===== src/rtl/tfr_pkg.sv =====
package tfr_pkg;

    typedef enum logic [1:0] {
        DRV_OFF  = 2'b00,
        DRV_TO_B = 2'b01,
        DRV_TO_A = 2'b10
    } drive_e;

    typedef struct packed {
        logic out_en_n;
        logic dir_a2b;
        logic sel_ab;
        logic sel_ba;
        logic cap_ab;
        logic cap_ba;
    } lane_ctl_t;

    function automatic drive_e decode_drive(input logic out_en_n, input logic dir_a2b);
        if (out_en_n)
            return DRV_OFF;
        else if (dir_a2b)
            return DRV_TO_B;
        else
            return DRV_TO_A;
    endfunction

    function automatic logic rise_seen(input logic now_v, input logic prev_v);
        return now_v & ~prev_v;
    endfunction

endpackage


===== src/rtl/tfr_edge_capture.sv =====
module tfr_edge_capture #(
    parameter int W = 8
) (
    input  logic         clk,
    input  logic         rst,
    input  logic         strobe,
    input  logic [W-1:0] d,
    output logic [W-1:0] q
);
    import tfr_pkg::*;

    logic strobe_prev;
    logic load;

    assign load = rise_seen(strobe, strobe_prev);

    always_ff @(posedge clk) begin
        if (rst) begin
            strobe_prev <= 1'b0;
            q           <= '0;
        end else begin
            strobe_prev <= strobe;
            if (load)
                q <= d;
        end
    end
endmodule


===== src/rtl/tfr_path_out.sv =====
module tfr_path_out #(
    parameter int W = 8
) (
    input  logic         clk,
    input  logic         rst,
    input  logic         use_stored,
    input  logic [W-1:0] stored,
    input  logic [W-1:0] live,
    output logic [W-1:0] q
);
    logic [W-1:0] chosen;

    assign chosen = use_stored ? stored : live;

    always_ff @(posedge clk) begin
        if (rst)
            q <= '0;
        else
            q <= chosen;
    end
endmodule


===== src/rtl/tfr_dir_ctrl.sv =====
module tfr_dir_ctrl (
    input  logic clk,
    input  logic rst,
    input  logic out_en_n,
    input  logic dir_a2b,
    output logic a_oe,
    output logic b_oe
);
    import tfr_pkg::*;

    drive_e mode_q;

    always_ff @(posedge clk) begin
        if (rst)
            mode_q <= DRV_OFF;
        else
            mode_q <= decode_drive(out_en_n, dir_a2b);
    end

    assign a_oe = (mode_q == DRV_TO_A);
    assign b_oe = (mode_q == DRV_TO_B);
endmodule


===== src/rtl/tfr_lane.sv =====
module tfr_lane #(
    parameter int W = 8
) (
    input  logic                clk,
    input  logic                rst,
    input  tfr_pkg::lane_ctl_t  ctl,
    input  logic [W-1:0]        a_in,
    input  logic [W-1:0]        b_in,
    output logic [W-1:0]        a_out,
    output logic                a_oe,
    output logic [W-1:0]        b_out,
    output logic                b_oe
);
    logic [W-1:0] fwd_reg;
    logic [W-1:0] rev_reg;

    tfr_edge_capture #(.W(W)) u_fwd_cap (
        .clk    (clk),
        .rst    (rst),
        .strobe (ctl.cap_ab),
        .d      (a_in),
        .q      (fwd_reg)
    );

    tfr_edge_capture #(.W(W)) u_rev_cap (
        .clk    (clk),
        .rst    (rst),
        .strobe (ctl.cap_ba),
        .d      (b_in),
        .q      (rev_reg)
    );

    tfr_path_out #(.W(W)) u_to_b (
        .clk        (clk),
        .rst        (rst),
        .use_stored (ctl.sel_ab),
        .stored     (fwd_reg),
        .live       (a_in),
        .q          (b_out)
    );

    tfr_path_out #(.W(W)) u_to_a (
        .clk        (clk),
        .rst        (rst),
        .use_stored (ctl.sel_ba),
        .stored     (rev_reg),
        .live       (b_in),
        .q          (a_out)
    );

    tfr_dir_ctrl u_dir (
        .clk      (clk),
        .rst      (rst),
        .out_en_n (ctl.out_en_n),
        .dir_a2b  (ctl.dir_a2b),
        .a_oe     (a_oe),
        .b_oe     (b_oe)
    );
endmodule


===== src/rtl/tfr_bus_transceiver.sv =====
module tfr_bus_transceiver #(
    parameter int LANE_W    = 8,
    parameter int NUM_LANES = 2
) (
    input  logic                          clk,
    input  logic                          rst,
    input  logic [NUM_LANES-1:0]          out_en_n,
    input  logic [NUM_LANES-1:0]          dir_a2b,
    input  logic [NUM_LANES-1:0]          sel_ab,
    input  logic [NUM_LANES-1:0]          sel_ba,
    input  logic [NUM_LANES-1:0]          cap_ab,
    input  logic [NUM_LANES-1:0]          cap_ba,
    input  logic [LANE_W*NUM_LANES-1:0]   a_in,
    input  logic [LANE_W*NUM_LANES-1:0]   b_in,
    output logic [LANE_W*NUM_LANES-1:0]   a_out,
    output logic [NUM_LANES-1:0]          a_oe,
    output logic [LANE_W*NUM_LANES-1:0]   b_out,
    output logic [NUM_LANES-1:0]          b_oe
);
    import tfr_pkg::*;

    localparam int BUS_W = LANE_W * NUM_LANES;

    for (genvar g = 0; g < NUM_LANES; g++) begin : g_lane
        lane_ctl_t ctl;

        assign ctl.out_en_n = out_en_n[g];
        assign ctl.dir_a2b  = dir_a2b[g];
        assign ctl.sel_ab   = sel_ab[g];
        assign ctl.sel_ba   = sel_ba[g];
        assign ctl.cap_ab   = cap_ab[g];
        assign ctl.cap_ba   = cap_ba[g];

        tfr_lane #(.W(LANE_W)) u_lane (
            .clk   (clk),
            .rst   (rst),
            .ctl   (ctl),
            .a_in  (a_in[g*LANE_W +: LANE_W]),
            .b_in  (b_in[g*LANE_W +: LANE_W]),
            .a_out (a_out[g*LANE_W +: LANE_W]),
            .a_oe  (a_oe[g]),
            .b_out (b_out[g*LANE_W +: LANE_W]),
            .b_oe  (b_oe[g])
        );
    end

    if (BUS_W < 1) begin : g_bad_width
        initial $error("bus width must be positive");
    end
endmodule


===== config.mk =====
export PLATFORM = sky130hd
export DESIGN_NAME = tfr_bus_transceiver
export DESIGN_NICKNAME = d
export VERILOG_FILES = /design/src/rtl/tfr_pkg.sv /design/src/rtl/tfr_edge_capture.sv /design/src/rtl/tfr_path_out.sv /design/src/rtl/tfr_dir_ctrl.sv /design/src/rtl/tfr_lane.sv /design/src/rtl/tfr_bus_transceiver.sv
export SDC_FILE = /design/constraint.sdc
export NUM_CORES = 1
export LEC_CHECK = 0
export BUFFER_PORTS_ARGS = -buffer_cell sky130_fd_sc_hd__buf_2
export CELL_PAD_IN_SITES_DETAIL_PLACEMENT = 2
export CELL_PAD_IN_SITES_GLOBAL_PLACEMENT = 2
export CORE_MARGIN = 5
export CORE_UTILIZATION = 32
export CTS_BUF_LIST = sky130_fd_sc_hd__clkbuf_8 sky130_fd_sc_hd__clkbuf_16
export DETAILED_ROUTE_END_ITERATION = 8
export GPL_ROUTABILITY_DRIVEN = 0
export PLACE_DENSITY_LB_ADDON = 0.3
export SYNTH_ARGS = -nofsm -noshare
export SYNTH_HDL_FRONTEND = slang
export SYNTH_SLANG_ARGS = --single-unit

===== constraint.sdc =====
create_clock -name clk -period 1 [get_ports clk]
set_input_delay 0 -clock clk [delete_from_list [all_inputs] [get_ports clk]]
set_output_delay 0 -clock clk [all_outputs]
set_load 0.02 [all_outputs]

Word-level counts from Yosys, hierarchy flattened

Index checks and enable logic that the tools add are counted.

Output and inout bits: 36
Register bits after elaboration: 72

Mux-type cells: 6
Eq/ne operators: 4
Bitwise gates (word level): 8
Reductions and logical operators: 2

Operators by type and width:

| cell                                                             | count |
|---|---|
| 8-bit 2-to-1 mux                                                 | 4 |
| 1-bit bitwise AND                                                | 4 |
| 2-bit by 1-bit == test with 1-bit output (second input constant) | 2 |
| 2-bit == test (second input constant)                            | 2 |
| 2-bit 2-to-1 mux                                                 | 2 |
| 1-bit inverter                                                   | 4 |
| 2-bit OR reduction                                               | 2 |

Longest topological paths before layout

Depth after elaboration: 2
Depth in mapped cells: 4
Mapped depth without buffers: 2

Hierarchy

From an unflattened synthesis, not the netlist that was laid out.

Cell total of the unflattened synthesis: 260
Area total of the unflattened synthesis: 2882.8 µm²

By module, submodules not included:

| module           | times used | cells each | area an instance (µm²) | sequential area each (µm²) |
|---|---|---|---|---|
| tfr_edge_capture | 4          | 36         | 396.6                  | 180.2 |
| tfr_path_out     | 4          | 26         | 285.3                  | 160.2 |
| tfr_dir_ctrl     | 2          | 6          | 77.6                   | 40.0 |

Least setup slack after synthesis

No wires, ideal clock.

Path type: reg2reg
Start: register g_lane[0].u_lane.u_fwd_cap.strobe_prev
End: register g_lane[0].u_lane.u_fwd_cap.q[0]
Cell stages (with the launch flop): 3
Path slack: 0.179 ns
Arrival: 0.699 ns
Data required time: 0.878 ns
Clock period less this slack: 0.821 ns
Path through: dfxtp_1 and2b_1 o21ai_1

Cells in the longest elaborated chain, start to end: 2

Ends and longest elaborated chain:

| what                   | line                   | RTL |
|---|---|---|
| start, declared        | tfr_edge_capture.sv:12 | `logic strobe_prev;` |
| start signal, assigned | tfr_edge_capture.sv:22 | `strobe_prev <= strobe;` |
| 1-bit inverter         | tfr_pkg.sv:28          | `return now_v & ~prev_v;` |
| 1-bit bitwise AND      | tfr_pkg.sv:28          |  |
| end signal, assigned   | tfr_edge_capture.sv:20 | `q <= '0;` |
| end signal, assigned   | tfr_edge_capture.sv:24 | `q <= d;` |
| end, declared          | tfr_edge_capture.sv:8  | `output logic [W-1:0] q` |

Every way passes these cells.
A chain may end at the register's enable or synchronous reset.

Worst setup path after layout

Start: register g_lane[1].u_lane.u_dir.mode_q[1]
End: output port a_oe[1]

Cells in the longest elaborated chain, start to end: 1

Ends and longest elaborated chain:

| what                   | line                      | RTL |
|---|---|---|
| start, declared        | tfr_dir_ctrl.sv:11        | `drive_e mode_q;` |
| start signal, assigned | tfr_dir_ctrl.sv:17        | `mode_q <= decode_drive(out_en_n, dir_a2b);` |
| 2-bit == test          | tfr_dir_ctrl.sv:20        | `assign a_oe = (mode_q == DRV_TO_A);` |
| end, declared          | tfr_bus_transceiver.sv:16 | `output logic [NUM_LANES-1:0] a_oe,` |

Every way passes these cells.

==> tab_implementation.tex <==
\begin{tabular}{lr}
\hline
Metric & Value \\
\hline
\multicolumn{2}{l}{\textbf{Clock tree}} \\
\quad Clock input transition at the sequential cells of the worst setup and hold paths & 0.07 ns \\
\quad CTS tree & yes \\
\quad Number of buffers created by CTS & 9 \\
\quad \# Post-CTS Setup Buffers & 0 \\
\quad Later-pin clock latency in the skew report & between 0.3 and 0.4 ns \\
\quad Clock Root Buffer & sky130\_fd\_sc\_hd\_\_clkbuf\_8 \\
\quad Maximum root-to-sink buffer count & 2 \\
\quad Number of levels the H-tree was split into & 3 \\
\quad Number of clock sinks & 72 \\
\multicolumn{2}{l}{\textbf{Critical path}} \\
\quad Series of cell instances along the critical path & nor2b\_1 > buf\_2 \\
\quad Setup Crit Path Kind & register to output port \\
\quad Type of element capturing the critical path & output port \\
\quad Element type at the critical path start & register \\
\quad Cell family with the largest share of critical-path delay & flip-flops \\
\quad Endpoint required time on the critical path & 1.00 ns \\
\quad Crit path buf inv count & 1 \\
\quad Arrival time at the worst endpoint & between 0.9 and 1 ns \\
\quad Start point of the critical path & g\_lane[1].u\_lane.u\_dir.mode\_q[1] \\
\quad Maximum fanout along the worst path & 2 \\
\quad Reg2Reg Launch Point & g\_lane[1].u\_lane.u\_fwd\_cap.strobe\_prev \\
\quad Max stage delay on crit path & 0.34 ns \\
\quad Worst path slowest cell & sky130\_fd\_sc\_hd\_\_dfxtp\_1 \\
\multicolumn{2}{l}{\textbf{Detailed routing}} \\
\quad Total iterations of the first detailed-routing run & 3 \\
\quad Number of vias after detailed routing & 2404 \\
\quad Initial DRC Count & 21 \\
\quad Wirelength per Cell & 15.9 um \\
\quad DR DRC count & 0 \\
\quad Post-Route WL & $\sim$7.9 mm \\
\quad Average vias per placed instance & 4.86 \\
\quad Count of nets left with antenna violations after detail routing & 0 \\
\multicolumn{2}{l}{\textbf{Yosys}} \\
\quad Dominant cells by area after synthesis & sky130\_fd\_sc\_hd\_\_dfxtp\_1, sky130\_fd\_sc\_hd\_\_nand4bb\_1, sky130\_fd\_sc\_hd\_\_mux2i\_1 \\
\quad Sequential fraction of the synthesis area & $\sim$50\% \\
\quad Fraction of synthesized cell area taken by the top area cell type & approximately 50\% \\
\quad Flop and latch count out of synthesis & 72 \\
\quad Synthesized instance count & 267 \\
\quad Yosys warning count & 0 \\
\quad Cell taking the most area after synthesis & sky130\_fd\_sc\_hd\_\_dfxtp\_1 \\
\quad Post-synthesis cell area & 0.00287 mm2 \\
\quad Synthesized area per cell & 10.7 um2 \\
\quad Net count after synthesis & 313 \\
\quad Yosys cell types & 16 \\
\multicolumn{2}{l}{\textbf{Placed design}} \\
\quad Count of placed standard cells including taps & approximately 440 \\
\quad Detailed-placement wirelength estimate & around 5.0 mm \\
\quad Port Buffer Count & 81 \\
\quad Worst setup slack after placement & 0.0192 ns \\
\multicolumn{2}{l}{\textbf{Floorplanning}} \\
\quad Floorplan die height & between 100 and 150 um \\
\quad Number of top-level pins & 82 \\
\quad Placement row count & 34 \\
\quad DIE AREA & approximately 0.011 mm2 \\
\quad Initial core utilization & about a third \\
\quad Core box area & 0.00872 mm2 \\
\quad Die extent in x & 105 um \\
\multicolumn{2}{l}{\textbf{Global route}} \\
\quad Global-route total usage across every layer & about 15\% \\
\quad Pin count of the biggest net entering global routing & 63 \\
\quad Number of global-route vias before repair & approximately 2600 \\
\quad First-pass GRT wire length & approximately 13 mm \\
\quad Grt total ovfl & 0 \\
\quad Number of antenna violations at the first check in global routing & 0 \\
\multicolumn{2}{l}{\textbf{STA}} \\
\quad Headroom to the max-slew limit & 80.5\% \\
\quad Number of pins with negative max-slew slack in the final report & 0 \\
\quad PnR worst setup slack & 0.0431 ns \\
\quad Maximum operating frequency & 1050 MHz \\
\quad \# setup viols final & 0 \\
\quad Setup\_tns & 0 ns \\
\quad Setup repair after global routing missed its margin & true \\
\quad Slew @ Worst Pin & approximately 0.3 ns \\
\quad Crit path time final & 0.957 ns \\
\quad Number of hold-slack violations in the final timing report & 0 \\
\quad Worst clock skew on the final layout & 0.00988 ns \\
\quad Part of the cycle the worst path needs & 95.7\% \\
\multicolumn{2}{l}{\textbf{Flow run}} \\
\quad Total of max-cap violations & 0 \\
\multicolumn{2}{l}{\textbf{Cells and area}} \\
\quad Most common cell after layout, fill and taps aside & sky130\_fd\_sc\_hd\_\_buf\_2 \\
\quad Area added between synthesis and finish & 35.5\% \\
\quad Non-filler instance count after layout & roughly 500 \\
\quad Net count of the finished layout & 428 \\
\quad Fill count & 927 \\
\quad Layout cells sized above 1 & 27.1\% \\
\quad Commonest cells after routing, fill and taps aside & sky130\_fd\_sc\_hd\_\_buf\_2, sky130\_fd\_sc\_hd\_\_dfxtp\_1, sky130\_fd\_sc\_hd\_\_dlygate4sd3\_1 \\
\quad Number of inserted diodes & 0 \\
\multicolumn{2}{l}{\textbf{Pwr}} \\
\quad Total power draw & 6.17 mW \\
\quad Power Density & 1590 mW/mm2 \\
\quad Standby leakage power & roughly 1.7 nW \\
\quad Peak supply drop & 584 uV \\
\multicolumn{2}{l}{\textbf{Worst hold path}} \\
\quad Hold path start & cap\_ab[0] \\
\quad Tightest Hold Check Type & primary input to register \\
\multicolumn{2}{l}{\textbf{Run status}} \\
\quad Status & complete, no violations \\
\hline
\end{tabular}
## synth_stat cells, drive strengths merged
cell / instances
mux2i: 32
nand2b: 32
nand4bb: 32
o21ai: 32
clkbuf: 6
and2b: 4
buf: 13
nor3: 2
dfxtp: 72
nor2b: 8
nor3b: 2
nor2: 32
## worst paths after layout
kind                                       endpoint  slack (ns)  depth (start not counted)
min reg2reg         g_lane[0].u_lane.u_fwd_cap.q[4]        0.47                          2
min          g_lane[0].u_lane.u_fwd_cap.strobe_prev        0.03                          2
max reg2reg         g_lane[1].u_lane.u_fwd_cap.q[0]        0.09                          2
max                                         a_oe[1]        0.04                          2
## timing repair
item	4_1_cts	5_1_grt
resized for setup	1	4
hold endpoints to repair	67	1
setup endpoints to repair	1	5
hold buffers	36	1
## layer usage
metal	part of all wire [%]	vias up	track usage (%)
li1	-	1156	-
met5	0	-	0
met1	43	1179	17.0
met3	3.8	12	3.27
met2	51	57	26.7
met4	1.9	0	5.39
## where the power goes
| group | internal [mW] | switching (mW) | total, mW |
|---|---|---|---|
| Sequential | 3.03 | 0.0725 | 3.11 |
| Clock | 1.11 | 1.06 | 2.18 |
| Combinational | 0.438 | 0.448 | 0.886 |
| Total | 4.59 | 1.58 | 6.17 |
## sequential cells by signal, indices dropped and copies added, names as in the netlist
name and flops:
g_lane.u_lane.u_fwd_cap.strobe_prev 2, g_lane.u_lane.u_fwd_cap.q 16, g_lane.u_lane.u_dir.mode_q 4, g_lane.u_lane.u_rev_cap.strobe_prev 2
g_lane.u_lane.u_rev_cap.q 16, g_lane.u_lane.u_to_b.q 16, g_lane.u_lane.u_to_a.q 16
## logic make-up after synthesis
logic type / Yosys count / share of synthesized area (%)
AO/OA/AOI/OAI: 32 / 5.58
AND/OR/NAND/NOR: 112 / 27.9
multiplexers: 32 / 11.2
flip-flops: 72 / 50.3
buffers and inverters: 19 / 5.06
## metrics by stage
stage	instance area, um2	hold WS [ns]	utilization, %
2_1_floorplan	2870	0.0695	-
3_3_place_gp	3330	0.171	38.1
3_5_place_dp	3330	0.174	38.1
4_1_cts	3870	0.000196	44.3
5_1_grt	3890	0.0103	44.6
6_report	3890	0.0263	44.6
## final cells by class
class / instances / area, um2 / area share [%]
Sequential cell: 72 / 1440 / 37.1
Clock buffer: 9 / 124 / 3.19
Tap cell: 108 / 135 / 3.48
Timing Repair Buffer: 123 / 846 / 21.8
Multi-Input combinational cell: 176 / 1280 / 33.0
Clock inverter: 7 / 56.3 / 1.45
Note: power is estimated with default switching activity, not from simulation.
